**config.mk**
```make
export PLATFORM = sky130hd
export DESIGN_NAME = cwf_line_fill
export DESIGN_NICKNAME = d
export VERILOG_FILES = /design/src/rtl/cwf_line_fill.sv
export SDC_FILE = /design/constraint.sdc
export NUM_CORES = 1
export LEC_CHECK = 0
export ABC_AREA = 1
export BUFFER_PORTS_ARGS = -buffer_cell sky130_fd_sc_hd__buf_2
export CORE_MARGIN = 2
export CORE_UTILIZATION = 52
export DETAILED_ROUTE_END_ITERATION = 16
export GPL_TIMING_DRIVEN = 0
export HOLD_SLACK_MARGIN = 0.05
export PLACE_DENSITY = 0.78
export SETUP_SLACK_MARGIN = 0.15
export SYNTH_ARGS = -nofsm -noshare
export SYNTH_HDL_FRONTEND = slang
export SYNTH_SLANG_ARGS = --single-unit
```
**constraint.sdc**
```tcl
create_clock -name clk -period 2.6 [get_ports clk]
set_input_delay 0.52 -clock clk [delete_from_list [all_inputs] [get_ports clk]]
set_output_delay 0.52 -clock clk [all_outputs]
set_load 0.05 [all_outputs]
```
**src/rtl/cwf_line_fill.sv**
```systemverilog
`timescale 1ns/1ps
module cwf_line_fill #(
  parameter int AW    = 32,
  parameter int DW    = 32,
  parameter int WORDS = 8
) (
  input  logic                     clk,
  input  logic                     rst_n,
  input  logic                     miss_valid,
  input  logic [AW-1:0]            miss_addr,
  output logic                     miss_accept,
  output logic                     mem_req,
  output logic [AW-1:0]            mem_addr,
  input  logic                     mem_rvalid,
  input  logic [DW-1:0]            mem_rdata,
  input  logic                     cpu_rd,
  input  logic [$clog2(WORDS)-1:0] cpu_word,
  output logic                     cpu_rvalid,
  output logic [DW-1:0]            cpu_rdata,
  output logic                     cpu_stall,
  output logic [WORDS-1:0]         word_valid,
  output logic                     line_done,
  output logic                     busy
);
  localparam int OFF = $clog2(WORDS);
  localparam int BO  = $clog2(DW/8);
  localparam int TW  = AW - OFF - BO;

  logic            busy_q, crit_q, done_q;
  logic [TW-1:0]   base_q;
  logic [OFF-1:0]  ptr_q, cnt_q;
  logic [WORDS-1:0] vld_q;
  logic [DW-1:0]   line_q [WORDS];

  wire beat    = busy_q && mem_rvalid;
  wire last    = beat && (cnt_q == OFF'(WORDS-1));
  wire arrives = beat && (ptr_q == cpu_word);

  assign miss_accept = miss_valid && !busy_q;
  assign mem_req     = busy_q;
  assign mem_addr    = {base_q, ptr_q, {BO{1'b0}}};
  assign busy        = busy_q;
  assign word_valid  = vld_q;
  assign line_done   = done_q;

  assign cpu_rvalid = crit_q ? beat
                             : (cpu_rd && (vld_q[cpu_word] || arrives));
  assign cpu_rdata  = (crit_q || (arrives && !vld_q[cpu_word])) ? mem_rdata
                                                                : line_q[cpu_word];
  assign cpu_stall  = (crit_q && !beat) || (!crit_q && cpu_rd && !cpu_rvalid);

  always_ff @(posedge clk) begin
    if (!rst_n) begin
      busy_q <= 1'b0;
      crit_q <= 1'b0;
      done_q <= 1'b0;
      base_q <= '0;
      ptr_q  <= '0;
      cnt_q  <= '0;
      vld_q  <= '0;
    end else begin
      done_q <= last;
      if (miss_accept) begin
        base_q <= miss_addr[AW-1:OFF+BO];
        ptr_q  <= miss_addr[BO +: OFF];
        cnt_q  <= '0;
        vld_q  <= '0;
        busy_q <= 1'b1;
        crit_q <= 1'b1;
      end else if (beat) begin
        vld_q[ptr_q] <= 1'b1;
        ptr_q  <= ptr_q + 1'b1;
        cnt_q  <= cnt_q + 1'b1;
        crit_q <= 1'b0;
        if (last) busy_q <= 1'b0;
      end
    end
  end

  always_ff @(posedge clk) begin
    if (beat) line_q[ptr_q] <= mem_rdata;
  end

  assert_first_req_R2: assert property (@(posedge clk) disable iff (!rst_n)
    miss_accept |=> (mem_req && mem_addr == {$past(miss_addr[AW-1:BO]), {BO{1'b0}}}));

  assert_early_release_R3: assert property (@(posedge clk) disable iff (!rst_n)
    ($rose(busy_q) && mem_rvalid) |-> (cpu_rvalid && !cpu_stall && cpu_rdata == mem_rdata));

  assert_wrap_order_R4: assert property (@(posedge clk) disable iff (!rst_n)
    (busy_q && mem_rvalid && !last) |=>
      (mem_addr[BO +: OFF] == OFF'($past(mem_addr[BO +: OFF]) + 1'b1)));

  assert_hold_addr_R5: assert property (@(posedge clk) disable iff (!rst_n)
    (busy_q && !mem_rvalid) |=> $stable(mem_addr));

  assert_valid_hit_R7: assert property (@(posedge clk) disable iff (!rst_n)
    (cpu_rd && !crit_q && word_valid[cpu_word]) |-> (cpu_rvalid && !cpu_stall));

  assert_done_full_R8: assert property (@(posedge clk) disable iff (!rst_n)
    line_done |-> (&word_valid && !busy && $past(mem_rvalid)));

  assert_done_pulse_R8: assert property (@(posedge clk) disable iff (!rst_n)
    line_done |=> !line_done);

  assert_no_accept_busy_R9: assert property (@(posedge clk) disable iff (!rst_n)
    busy |-> !miss_accept);
endmodule

```
; ---- Word-level counts from Yosys, hierarchy flattened
; Memory sizes are Yosys's and may differ from the RTL's.
; Index checks and enable logic that the tools add are counted.
[word_totals]
regBits = 44
mem_bits_rw = 256
input_bits = 72
out_inout_bits = 78
word_cells = 54
n_memories = 1
[memory_table]
columns = memory, depth, word_bits, rd, rd_ports_with_merged_regs, wr, line
row1 = line_q, 8, 32, 1, 0, 1, 33  ; logic [DW-1:0] line_q [WORDS];
[classes]
addsub = 2
order_cmp = 3
n_eq_ne = 2
mux = 15
bitwise_logic = 2
n_reduce_logical = 22
[op_table]
columns = op, count
row1 = $mux 32, 1
row2 = $logic_and 1x1->1, 10
row3 = $mux 1, 10
row4 = $lt 3x4->1 const B, 2
row5 = $or 8x8->8, 1
row6 = $add 3x1->3 const B, 2
row7 = $mux 3, 2
row8 = $logic_not 1->1, 5
row9 = $reduce_bool 2->1, 2
row10 = $bmux 1 s3, 1
row11 = $demux 1 s3, 1
row12 = $eq 3x3->1, 1
row13 = $eq 3x3->1 const B, 1
row14 = $ge 3x1->1 const B, 1
row15 = $logic_or 1x1->1, 3
row16 = $reduce_and 2->1, 1
row17 = $reduce_or 2->1, 1
row18 = $not 1->1, 1

; ---- Logic depth before layout (Yosys ltp)
[depth]
word_depth = 8
depth_mapped = 11
mapped_depth_nobuf = 9

; ---- Worst setup path before layout
; No wires, ideal clock.
[synth_timing]
path_type = register to register
startpoint = register busy_q, in the netlist busy
endpoint = memory line_q[0][0], enable pin
setup_time_ns = 0.422
arrival_time_ns = 2.587
t_required_ns = 2.178
path_slack_ns = -0.409
stages_incl_launch_ff = 6
n_path_buf = 1
synth_period_minus_slack_ns = 3.009
cell_sequence = dfxtp_1 nand2_1 clkbuf_1 nor2_1 inv_1 nor2_1
[synth_between]
elab_chain_len = 3
[synth_lines]
columns = item, line
row1 = from (decl), 29  ; logic busy_q, crit_q, done_q;
row2 = from (signal assigned), 54  ; busy_q <= 1'b0;
row3 = from (signal assigned), 68  ; busy_q <= 1'b1;
row4 = from (signal assigned), 75  ; if (last) busy_q <= 1'b0;
row5 = $logic_and 1x1->1, 35  ; wire beat = busy_q && mem_rvalid;
row6 = $mux 1, 81  ; if (beat) line_q[ptr_q] <= mem_rdata;
row7 = $mux 1 (implied by the code), 81
row8 = to (decl), 33
; No other way between the ends.

; ---- Worst setup path after layout
[layout_timing]
startpoint = register crit_q
endpoint = output port cpu_rdata[11]
[layout_between]
elab_chain_len = 2
[layout_lines]
columns = item, line
row1 = from (decl), 29
row2 = from (signal assigned), 55  ; crit_q <= 1'b0;
row3 = from (signal assigned), 69  ; crit_q <= 1'b1;
row4 = from (signal assigned), 74  ; crit_q <= 1'b0;
row5 = $logic_or 1x1->1, 48  ; assign cpu_rdata = (crit_q || (arrives && !vld_q[cpu_word])) ? mem_rdata
row6 = $mux 32, 48
row7 = to (decl), 19  ; output logic [DW-1:0] cpu_rdata,
; No other way between the ends.

==> metrics.md <==
| Metric | Value |
|---|---|
| Data required time of the worst path | 2.08 ns |
| Synthesized instance count | 1222 |
| Final worst slack | -0.0373 ns |
| Worst hold path class | primary input to register |
| Skew-Pair Late Insertion Delay | 0.56 ns |
| Most used routing layer | met2 |
| RSZ-0062 raised after global routing | true |
| First-pass GRT wire length | 50.5 mm |
| DR vias/cell | 5.45 |
| Register area | 8590 sq um |
| Final HPWL DP | 19.6 mm |
| Drt pass-1 iters | 5 |
| I/O pins | 150 |
| Dpl cells | 1689 |
| Number of nets in the layout | 1497 |
| Yosys cell types | 27 |
| Non-filler cells, final | 1765 |
| Post-synthesis sequential area ratio | 68.1% |
| Max Transition Viols Final | 0 |
| CTS HTree Levels | 1 |
| Syn Area/Cell | 10.3 sq um |
| CP Capture Type | output pin |
| Maximum number of pins on one net before global-route repair | 34 |
| Highest net fanout along the worst path | 10 |
| FP Rows | 56 |
| Max-slew headroom | 17.7% |
| Failing checks | setup timing |
| Initial DRC count | 980 |
| Worst setup path category | register to output pin |
| GR Util All Layers | 25.4% |
| Number of global-route vias before repair | 9373 |
| GR Util met1 | 32.2% |
| Met2 GRT Util | 42.9% |
| GR Layer Usage met3 | 5.13% |
| Post-DRT Antenna Nets | 0 |
| Worst-case clock buffer depth | 3 |
| Yosys top cell area share | 61.1% |
| Hold Fails Final Rpt | 0 |
| Global route overflow | 0 |
| Initial Util | 53.3% |
| DIE HEIGHT | 160 microns |
| Maximum VDD drop | 549 uV |
| Synth top area cells | edfxtp_1 (61%), nand2_1 (12%), dfxtp_1 (7.0%), nor2_1 (5.2%), o21ai_0 (3.1%) |
| Initial antenna violation count | 1 |
| Footprint of the multi-input gates | 3720 sq um |
| Gp weighted congestion | 0.802 |
| Total CTS buffers | 30 |
| Filler Cell Count | 1677 |
| Final Core Density | 67.1% |
| Die width | 160 microns |
| Lkg Pwr | 6.55 nW |
| Share of layout cells above drive strength 1 | 24.4% |
| Setup_tns | -0.278 ns |
| Post-synthesis cell type with the largest combined area | edfxtp_1 |
| Mapped cell area | 12600 sq um |
| Finish-stage setup viols | 13 |
| Clock transition at the registers of the reported paths | 0.07 ns |
| WL final | 33.1 mm |
| #FFs+latches synth | 300 |
| Via count | 9626 |
| Area grow syn2layout | 25.8% |
| Final period utilization | 101% |
| Port Buf Inserts | 143 |
| CP arrival | 2.12 ns |
| CP startpoint kind | register |
| Power Density | 725 nW/um^2 |
| Commonest non-fill, non-tap cell in the layout | nand2_1 |
| FMAX | 0.379 GHz |
| Min cycle time layout | 2.64 ns |
| Core area | 23600 sq um |
| CTS root buf | clkbuf_16 |
| YS warnings | 0 |
| DIE AREA | 25500 sq um |
| Avg WL per Cell | 18.8 microns |
| CTS sink cnt | 300 |
| DRC violations left | 0 |
| Clock Skew | 0.00776 ns |
| Status | complete, but fails checks |
| TritonCTS clock tree | yes |
| Most frequent cells in the layout | nand2_1 (352), edfxtp_1 (256), nor2_1 (166), buf_2 (116), o21ai_0 (76) |
| Actual slew at the worst max-slew pin | 1.23 ns |
| Max Cap Violations | 0 |
==> state kept, by name, summed over array words and instances (netlist names) <==
register,cells
crit_q,1
base_q,27
ptr_q,3
busy,1
line_done,1
cnt_q,3
word_valid,8
line_q,256
==> worst paths after layout <==
path | from | end | slack, ns | cells after the start
worst max register to register | busy | line_q[0][17] | 0.33 | 5
worst min register to register | cnt_q[1] | cnt_q[1] | 0.47 | 2
worst min-delay path | miss_addr[12] | base_q[7] | 0.19 | 3
worst max-delay path | crit_q | cpu_rdata[11] | -0.04 | 5
==> layout make-up <==
type	instances	share of cell area, %
Sequential cell	300	54.3
Multi-Input combinational cell	782	23.5
Timing Repair Buffer	167	8.33
Clock buffer	32	4.92
Buffer	72	3.23
Tap cell	319	2.52
Inverter	69	1.71
Clock inverter	21	1.50
Antenna cell	3	0.0474
==> critical path, cell delays in order (launching register included) <==
cell and delay, ns:
dfxtp_1 0.32, clkinv_2 0.19, clkbuf_1 0.52, nand3_1 0.25, nand2_4 0.13, buf_8 0.14
==> through the flow <==
step,total power [W],instance area [sq um],setup slack (ns),hold WS [ns]
6_report,0.0115,15800,-0.0373,0.190
5_1_grt,0.0118,15800,-0.112,0.202
4_1_cts,0.0114,15500,-0.0107,0.182
3_5_place_dp,0.00678,13900,-0.191,0.466
3_3_place_gp,0.00675,13700,-1.63,0.454
2_1_floorplan,0.00636,12600,-0.392,0.446
==> what timing repair did <==
item | CTS | global route
hold buffers | 0 | 0
gates cloned | 2 | 0
setup buffers | 10 | 8
setup endpoints to repair | 40 | 66
pin swaps | 8 | 12
gates resized for setup | 178 | 58
==> kinds of logic (layout without fill, tap and decap cells) <==
kind of cell,count (synthesis),after routing,share of synthesized area [%]
buffers and inverters,141,361,5.41
DFF,300,300,68.1
AOI/OAI and AO/OA,157,157,7.10
other,1,5,0.0298
xor gates and xnor gates,3,3,0.209
and+or+nand+nor,617,617,18.9
adders and majority gates,3,3,0.298
==> power breakdown <==
part	switching, W	internal, W
clock	0.00182	0.00265
combinational	0.00112	0.000541
sequential	0.0000333	0.00530
total	0.00298	0.00850
==> per-layer routing <==
metal / vias up / wire length, microns
met3: 88 / 3200
met2: 513 / 16400
met1: 4546 / 12500
met4: 0 / 969
li1: 4479 / -
met5: - / 0
==> cell usage after synthesis, drive strengths merged <==
library cell,count
buf,52
dfxtp,44
o211ai,41
ha,3
edfxtp,256
conb,1
clkbuf,20
nor2,175
inv,68
a31oi,2
a211oi,1
clkinv,1
nor3,1
nand2,401
nand3,40
xnor2,2
a21oi,5
o21ai,108
xor2,1
(Power assumes the default switching activity.)
